--- src/rtl/fsg_pkg.sv ---
package fsg_pkg;
  localparam int unsigned NCH = 2;

  typedef enum logic {
    SCHED_GATED = 1'b0,
    SCHED_FIXED = 1'b1
  } fs_sched_e;

  function automatic logic [15:0] sclk_field(input logic [31:0] d);
    return d[15:0];
  endfunction

  function automatic logic [15:0] frame_field(input logic [31:0] d);
    return d[31:16];
  endfunction
endpackage

--- src/rtl/fsg_clkdiv.sv ---
module fsg_clkdiv #(
  parameter int DIV_W = 16
) (
  input  logic             clk,
  input  logic             rst,
  input  logic             en,
  input  logic [DIV_W-1:0] div,
  output logic             sclk,
  output logic             rise_tick,
  output logic             fall_tick
);
  logic [DIV_W-1:0] cnt;
  logic             wrap;

  assign wrap      = en && !rst && (cnt == div);
  assign rise_tick = wrap && !sclk;
  assign fall_tick = wrap && sclk;

  always_ff @(posedge clk) begin
    if (rst || !en) begin
      cnt  <= '0;
      sclk <= 1'b0;
    end else if (wrap) begin
      cnt  <= '0;
      sclk <= !sclk;
    end else begin
      cnt <= cnt + 1'b1;
    end
  end
endmodule

--- src/rtl/fsg_framer.sv ---
module fsg_framer
  import fsg_pkg::*;
#(
  parameter int WORD_W = 32,
  parameter int DIV_W  = 16
) (
  input  logic             clk,
  input  logic             rst,
  input  logic             en,
  input  fs_sched_e        sched,
  input  logic [DIV_W-1:0] frame_div,
  input  logic             ready,
  input  logic             rise_tick,
  input  logic             fall_tick,
  output logic             fs,
  output logic             fire,
  output logic             shift,
  output logic             sample,
  output logic             word_done
);
  localparam int CW = $clog2(WORD_W + 1);

  logic [DIV_W-1:0] per_cnt;
  logic [CW-1:0]    tx_left;
  logic [CW-1:0]    rx_left;
  logic             fixed_due;
  logic             gated_due;

  assign fixed_due = (per_cnt == '0);
  assign gated_due = (tx_left == '0) && ready;
  assign fire      = fall_tick && ((sched == SCHED_FIXED) ? fixed_due : gated_due);
  assign shift     = fall_tick && !fire && (tx_left != '0);
  assign sample    = rise_tick && (rx_left != '0);
  assign word_done = sample && (rx_left == CW'(1));

  always_ff @(posedge clk) begin
    if (rst || !en) begin
      fs      <= 1'b0;
      per_cnt <= '0;
      tx_left <= '0;
      rx_left <= '0;
    end else begin
      if (fall_tick) begin
        fs <= fire;
        if (sched == SCHED_FIXED) begin
          per_cnt <= fixed_due ? frame_div : per_cnt - 1'b1;
        end
      end
      if (fire) begin
        tx_left <= CW'(WORD_W - 1);
        rx_left <= CW'(WORD_W);
      end else begin
        if (shift) begin
          tx_left <= tx_left - 1'b1;
        end
        if (sample) begin
          rx_left <= rx_left - 1'b1;
        end
      end
    end
  end
endmodule

--- src/rtl/fsg_fifo.sv ---
module fsg_fifo #(
  parameter int W     = 32,
  parameter int DEPTH = 2
) (
  input  logic         clk,
  input  logic         clr,
  input  logic         wr,
  input  logic [W-1:0] wdata,
  input  logic         rd,
  output logic [W-1:0] rdata,
  output logic         full,
  output logic         empty
);
  localparam int AW = (DEPTH > 1) ? $clog2(DEPTH) : 1;
  localparam int NW = $clog2(DEPTH + 1);

  logic [W-1:0]  mem [DEPTH];
  logic [AW-1:0] wptr;
  logic [AW-1:0] rptr;
  logic [NW-1:0] count;
  logic          do_wr;
  logic          do_rd;

  assign full  = (count == NW'(DEPTH));
  assign empty = (count == '0);
  assign do_wr = wr && !full;
  assign do_rd = rd && !empty;
  assign rdata = mem[rptr];

  function automatic logic [AW-1:0] bump(input logic [AW-1:0] p);
    return (p == AW'(DEPTH - 1)) ? '0 : p + 1'b1;
  endfunction

  always_ff @(posedge clk) begin
    if (do_wr) begin
      mem[wptr] <= wdata;
    end
  end

  always_ff @(posedge clk) begin
    if (clr) begin
      wptr  <= '0;
      rptr  <= '0;
      count <= '0;
    end else begin
      if (do_wr) begin
        wptr <= bump(wptr);
      end
      if (do_rd) begin
        rptr <= bump(rptr);
      end
      if (do_wr && !do_rd) begin
        count <= count + 1'b1;
      end else if (do_rd && !do_wr) begin
        count <= count - 1'b1;
      end
    end
  end
endmodule

--- src/rtl/fsg_lane.sv ---
module fsg_lane #(
  parameter int W     = 32,
  parameter int DEPTH = 2
) (
  input  logic         clk,
  input  logic         rst,
  input  logic         en,
  input  logic         rx_mode,
  input  logic         host_wr,
  input  logic [W-1:0] host_wdata,
  input  logic         host_pop,
  output logic [W-1:0] host_rdata,
  input  logic         fire,
  input  logic         shift,
  input  logic         sample,
  input  logic         word_done,
  input  logic         sd_in,
  output logic         sd_out,
  output logic         full,
  output logic         empty,
  output logic         udf,
  output logic         ovf
);
  logic         clr;
  logic         tx_load;
  logic         q_wr;
  logic         q_rd;
  logic [W-1:0] q_wdata;
  logic [W-1:0] tx_sh;
  logic [W-1:0] last_word;
  logic [W-1:0] next_word;
  logic [W-1:0] rx_sh;
  logic [W-1:0] rx_word;

  assign clr     = rst || !en;
  assign tx_load = fire && !rx_mode;
  assign rx_word = {rx_sh[W-2:0], sd_in};
  assign q_wr    = rx_mode ? (word_done && en) : (host_wr && en);
  assign q_wdata = rx_mode ? rx_word : host_wdata;
  assign q_rd    = rx_mode ? host_pop : tx_load;

  fsg_fifo #(.W(W), .DEPTH(DEPTH)) u_buf (
    .clk  (clk),
    .clr  (clr),
    .wr   (q_wr),
    .wdata(q_wdata),
    .rd   (q_rd),
    .rdata(host_rdata),
    .full (full),
    .empty(empty)
  );

  assign next_word = empty ? last_word : host_rdata;
  assign sd_out    = tx_sh[W-1];

  always_ff @(posedge clk) begin
    if (clr) begin
      tx_sh     <= '0;
      last_word <= '0;
      udf       <= 1'b0;
    end else if (tx_load) begin
      tx_sh     <= next_word;
      last_word <= next_word;
      if (empty) begin
        udf <= 1'b1;
      end
    end else if (shift && !rx_mode) begin
      tx_sh <= {tx_sh[W-2:0], 1'b0};
    end
  end

  always_ff @(posedge clk) begin
    if (clr) begin
      rx_sh <= '0;
      ovf   <= 1'b0;
    end else if (rx_mode && sample) begin
      rx_sh <= rx_word;
      if (word_done && full) begin
        ovf <= 1'b1;
      end
    end
  end
endmodule

--- src/rtl/dual_fsync_port.sv ---
module dual_fsync_port
  import fsg_pkg::*;
#(
  parameter int WORD_W = 32,
  parameter int DEPTH  = 2,
  parameter int DIV_W  = 16
) (
  input  logic              clk,
  input  logic              rst,
  input  logic              en,
  input  logic              rx_mode,
  input  logic              di_mode,
  input  logic [31:0]       divisor,
  input  logic [1:0]        dma_en,
  input  logic [1:0]        wr_en,
  input  logic [WORD_W-1:0] wr_data_a,
  input  logic [WORD_W-1:0] wr_data_b,
  input  logic [1:0]        rd_pop,
  output logic [WORD_W-1:0] rd_data_a,
  output logic [WORD_W-1:0] rd_data_b,
  input  logic [1:0]        sd_in,
  output logic              sclk,
  output logic              fs,
  output logic [1:0]        sd_out,
  output logic [1:0]        dma_req,
  output logic [1:0]        irq,
  output logic [1:0]        underflow,
  output logic [1:0]        overflow
);
  logic              rise_tick;
  logic              fall_tick;
  logic              fire;
  logic              shift;
  logic              sample;
  logic              word_done;
  logic              ready;
  logic [NCH-1:0]    fifo_full;
  logic [NCH-1:0]    fifo_empty;
  logic [NCH-1:0]    svc_req;
  logic [WORD_W-1:0] wdat [NCH];
  logic [WORD_W-1:0] rdat [NCH];
  fs_sched_e         sched;

  assign sched   = di_mode ? SCHED_FIXED : SCHED_GATED;
  assign wdat[0] = wr_data_a;
  assign wdat[1] = wr_data_b;
  assign rd_data_a = rdat[0];
  assign rd_data_b = rdat[1];

  assign ready   = rx_mode ? (&(~fifo_full)) : (&(~fifo_empty));
  assign svc_req = rx_mode ? ~fifo_empty : ~fifo_full;

  fsg_clkdiv #(.DIV_W(DIV_W)) u_div (
    .clk      (clk),
    .rst      (rst),
    .en       (en),
    .div      (DIV_W'(sclk_field(divisor))),
    .sclk     (sclk),
    .rise_tick(rise_tick),
    .fall_tick(fall_tick)
  );

  fsg_framer #(.WORD_W(WORD_W), .DIV_W(DIV_W)) u_frm (
    .clk      (clk),
    .rst      (rst),
    .en       (en),
    .sched    (sched),
    .frame_div(DIV_W'(frame_field(divisor))),
    .ready    (ready),
    .rise_tick(rise_tick),
    .fall_tick(fall_tick),
    .fs       (fs),
    .fire     (fire),
    .shift    (shift),
    .sample   (sample),
    .word_done(word_done)
  );

  for (genvar ch = 0; ch < NCH; ch++) begin : g_lane
    fsg_lane #(.W(WORD_W), .DEPTH(DEPTH)) u_lane (
      .clk       (clk),
      .rst       (rst),
      .en        (en),
      .rx_mode   (rx_mode),
      .host_wr   (wr_en[ch]),
      .host_wdata(wdat[ch]),
      .host_pop  (rd_pop[ch]),
      .host_rdata(rdat[ch]),
      .fire      (fire),
      .shift     (shift),
      .sample    (sample),
      .word_done (word_done),
      .sd_in     (sd_in[ch]),
      .sd_out    (sd_out[ch]),
      .full      (fifo_full[ch]),
      .empty     (fifo_empty[ch]),
      .udf       (underflow[ch]),
      .ovf       (overflow[ch])
    );
  end

  always_ff @(posedge clk) begin
    if (rst || !en) begin
      dma_req <= '0;
      irq     <= '0;
    end else begin
      dma_req <= svc_req & dma_en;
      irq     <= svc_req & ~dma_en;
    end
  end
endmodule

--- config.mk ---
export PLATFORM = sky130hd
export DESIGN_NAME = dual_fsync_port
export DESIGN_NICKNAME = d
export VERILOG_FILES = /design/src/rtl/fsg_pkg.sv /design/src/rtl/fsg_clkdiv.sv /design/src/rtl/fsg_framer.sv /design/src/rtl/fsg_fifo.sv /design/src/rtl/fsg_lane.sv /design/src/rtl/dual_fsync_port.sv
export SDC_FILE = /design/constraint.sdc
export NUM_CORES = 1
export LEC_CHECK = 0
export ABC_AREA = 1
export BUFFER_PORTS_ARGS = -buffer_cell sky130_fd_sc_hd__buf_2
export CAP_MARGIN = 20
export CORE_AREA = 2 2 245 247
export CTS_BUF_LIST = sky130_fd_sc_hd__clkbuf_4
export DETAILED_ROUTE_END_ITERATION = 10
export DIE_AREA = 0 0 247 249
export GPL_TIMING_DRIVEN = 0
export SYNTH_ARGS = -nofsm -noshare
export SYNTH_HDL_FRONTEND = slang
export SYNTH_SLANG_ARGS = --single-unit
--- constraint.sdc ---
create_clock -name clk -period 3.5 [get_ports clk]
set_input_delay 0.7 -clock clk [delete_from_list [all_inputs] [get_ports clk]]
set_output_delay 0.7 -clock clk [all_outputs]
set_load 0.1 [all_outputs]
==> results.json <==
{
  "yosysWarnings": 0,
  "synthCells": 2293,
  "clock-sinks": 382,
  "max-vdd-ir-drop_uv": 279,
  "dp_hpwl_um": 37300,
  "synthesis.nets": 2411,
  "hold_violations": 0,
  "required_ps": 2800,
  "whs_ps": 125,
  "synth_edf_count": 128,
  "reg2reg_to": "g_lane[0].u_lane.u_buf.count[1]",
  "fin_worst_skew_ps": 75.9,
  "place_congestion": 0.868,
  "critPathArrivalTime_ps": 2580,
  "fmax_mhz": 305,
  "post-route-drc-count": 0,
  "yosys-top-cells-count": "nand2_1, dfxtp_1, nor2_1, a21oi_1, inv_1",
  "ys_seq_area_share_pct": 51.0,
  "final_cells": 3448,
  "grt_pass1_vias": 14300,
  "detailroute.wirelength.met2_um": 22900,
  "cap_violations": 0,
  "drt_iter0_markers": 1033,
  "fin_area_sq_mm": 0.0208,
  "root_buffer": "clkbuf_4",
  "power_uw": 9700,
  "crit_family": "buffers and inverters",
  "clk_pin_slew_ps": 70,
  "reg2reg_from": "u_div.cnt[10]",
  "clk_latency_ps": 860,
  "swShare_pct": 28.5,
  "synthFlopType": "dfxtp_1",
  "fill_cells": 6270,
  "start_kind": "flip-flop",
  "pwr-share-clk_pct": 41.5,
  "powerDensity_mw_per_mm2": 465,
  "power.internal_uw": 6930,
  "drt-vias-per-instance": 4.52,
  "dpl-instance-area_sq_mm": 0.0195,
  "via_count": 15600,
  "grt-ovfl-total": 0,
  "cts_buffers": 105,
  "ys_seq_elements": 382,
  "drt-total-wl_um": 51500,
  "dr.pass1.iters": 7,
  "dieHeight_um": 249,
  "dieArea_sq_mm": 0.0615,
  "dp_cells": 3253,
  "crit_path_max_fanout": 10,
  "endpoint": "rd_data_b[0]",
  "numPortBuffers": 184,
  "leakagePower_uw": 0.00916,
  "cp_num_buf_inv": 3,
  "initial_utilization_pct": 29.8,
  "cts_tree": "done",
  "wl_per_cell_um": 14.9,
  "die-width_um": 247,
  "power.share.sequential_pct": 48.1,
  "slowest_stage": "mux2_2",
  "synth-async-reset-ratio_pct": 0,
  "dr_wl_met3_um": 3570,
  "timing_worst_setup_path_type": "flip-flop to output port",
  "ios": 185,
  "antenna_found_initial": 4,
  "yosysTopAreaCellShare_pct": 29.1,
  "grt_pass1_wl_um": 79300,
  "reg2reg_slack_ps": 410,
  "rsz0062_at_grt": "false",
  "htree_levels": 3,
  "core-area_sq_mm": 0.0587,
  "grt_max_degree": 33,
  "avgSynthCellArea_sq_um": 7.63,
  "period_share_pct": 93.7,
  "ant_nets": 0,
  "fin_nets": 2707,
  "outcome": "completed",
  "yosysMostFrequentCell": "nand2_1",
  "period_minus_slack_ps": 3280,
  "crit_path_frequent_cell": "buf_2",
  "hold_path.class": "primary input to flip-flop",
  "postCtsSetupRepairBufs": 0,
  "synth_cell_type_count": 34,
  "slew_violations": 0,
  "synth_area_leaders": "dfxtp_1, edfxtp_1, nand2_1, a21oi_1, nor2_1",
  "clockBufferDepth": 3,
  "fin_util_pct": 35.5,
  "fp-row-count": 89,
  "p_sw_uw": 2760,
  "routed.top_layer": "met4",
  "layout-drive-gt1-share_pct": 18.3,
  "synthToLayoutAreaGrowth_pct": 19.1,
  "wl_met1_um": 24000,
  "cp-end-kind": "output port",
  "setup_viol": 0,
  "grtUsageTotal_pct": 16.5,
  "pwr-share-comb_pct": 10.3,
  "tightest_slew_ps": 1020,
  "yosys.area.top_type": "dfxtp_1",
  "cp.depth": 4,
  "cp_cell_sequence": "clkbuf_1 -> buf_2 -> mux2_2 -> buf_2",
  "slowest_delay_ps": 460,
  "synth_area_sq_mm": 0.0175,
  "timing.slew.headroom_pct": 32.1,
  "r2r_cells": 17
}
[how the worst min path moves through the flow]
stage                           endpoint                  from  cells after the start
6_report       g_lane[1].u_lane.rx_sh[0]              sd_in[1]                      3
5_1_grt        g_lane[1].u_lane.rx_sh[0]              sd_in[1]                      3
4_1_cts        g_lane[0].u_lane.rx_sh[0]              sd_in[0]                      3
3_5_place_dp        g_lane[0].u_lane.ovf  g_lane[0].u_lane.ovf                      2
3_3_place_gp        g_lane[1].u_lane.ovf  g_lane[1].u_lane.ovf                      2
2_1_floorplan       g_lane[0].u_lane.ovf  g_lane[0].u_lane.ovf                      2
[state kept, by name, summed over array words and instances (netlist names), 2 cells and up, named ones only]
register,cells
g_lane.u_lane.ovf,2
g_lane.u_lane.u_buf.count,4
g_lane.u_lane.u_buf.mem,128
irq,2
g_lane.u_lane.tx_sh,64
g_lane.u_lane.rx_sh,62
g_lane.u_lane.last_word,64
u_frm.per_cnt,16
u_frm.rx_left,6
g_lane.u_lane.u_buf.rptr,2
u_div.cnt,16
dma_req,2
g_lane.u_lane.u_buf.wptr,2
u_frm.tx_left,6
g_lane.u_lane.udf,2
[kinds of logic (layout without fill, tap and decap cells)]
family	count (synthesis)	after routing	share of synthesized area, %
multiplexers	68	68	4.35
buffers and inverters	285	662	6.78
AND/OR/NAND/NOR	1311	1311	29.8
AO/OA/AOI/OAI	216	216	6.30
XOR/XNOR	22	22	1.10
other	0	5	0
flip-flops	382	382	51.0
adder cells (fa/ha/maj)	9	9	0.644
[layout by cell type, fill, tap and decap left out, drive strengths merged]
master,count
nand2,983
dfxtp,254
buf,245
clkbuf,235
nor2,207
a21oi,173
inv,152
edfxtp,128
nand4,73
mux2,64
o21ai,35
nand3,27
clkinv,25
xor2,13
nor3,12
xnor2,9
ha,9
diode,5
mux2i,4
nor3b,4
or2,3
clkinvlp,3
o211ai,2
a211oi,2
o22ai,2
o21a,2
dlygate4sd3,2
and3,1
and2,1
[layout make-up]
type | count | area, sq um | area share, %
Timing Repair Buffer | 189 | 1020 | 4.87
Buffer | 133 | 623 | 2.99
Sequential cell | 382 | 8930 | 42.8
Clock buffer | 160 | 1200 | 5.76
Clock inverter | 28 | 129 | 0.618
Tap cell | 773 | 967 | 4.64
Inverter | 152 | 571 | 2.74
Multi-Input combinational cell | 1626 | 7400 | 35.5
Antenna cell | 5 | 12.5 | 0.0600
[power groups by stage]
stage | clock network (uW) | registers, uW | logic (uW)
2_1_floorplan | 0 | 4770 | 670
6_report | 4030 | 4670 | 1000
5_1_grt | 4400 | 4670 | 1060
3_3_place_gp | 0 | 4760 | 984
4_1_cts | 4140 | 4670 | 1000
3_5_place_dp | 0 | 4760 | 998
[stage by stage]
step	setup WS (ps)	TNS (ps)
floorplan	514	0
global placement	-907	-89950
detailed placement	-392	-10260
CTS	1.88	0
global route	20.9	0
finish	220	0
[what timing repair did]
action	in CTS	in global routing
endpoints found under the hold margin	2	0
setup endpoints to repair	47	10
cloned	0	0
hold buffers	2	0
gates resized for setup	5	1
[tightest hold or removal path: stages]
cell	delay (ps)
buf_2	100
nand2_1	60
a21oi_1	50
[layer usage]
| layer | track usage, % | up-vias |
|---|---|---|
| met4 | 5.39 | 0 |
| met5 | 0 | - |
| met2 | 25.7 | 444 |
| li1 | - | 7994 |
| met3 | 3.47 | 76 |
| met1 | 22.7 | 7078 |
No activity file was read; power rests on OpenSTA's default activity.
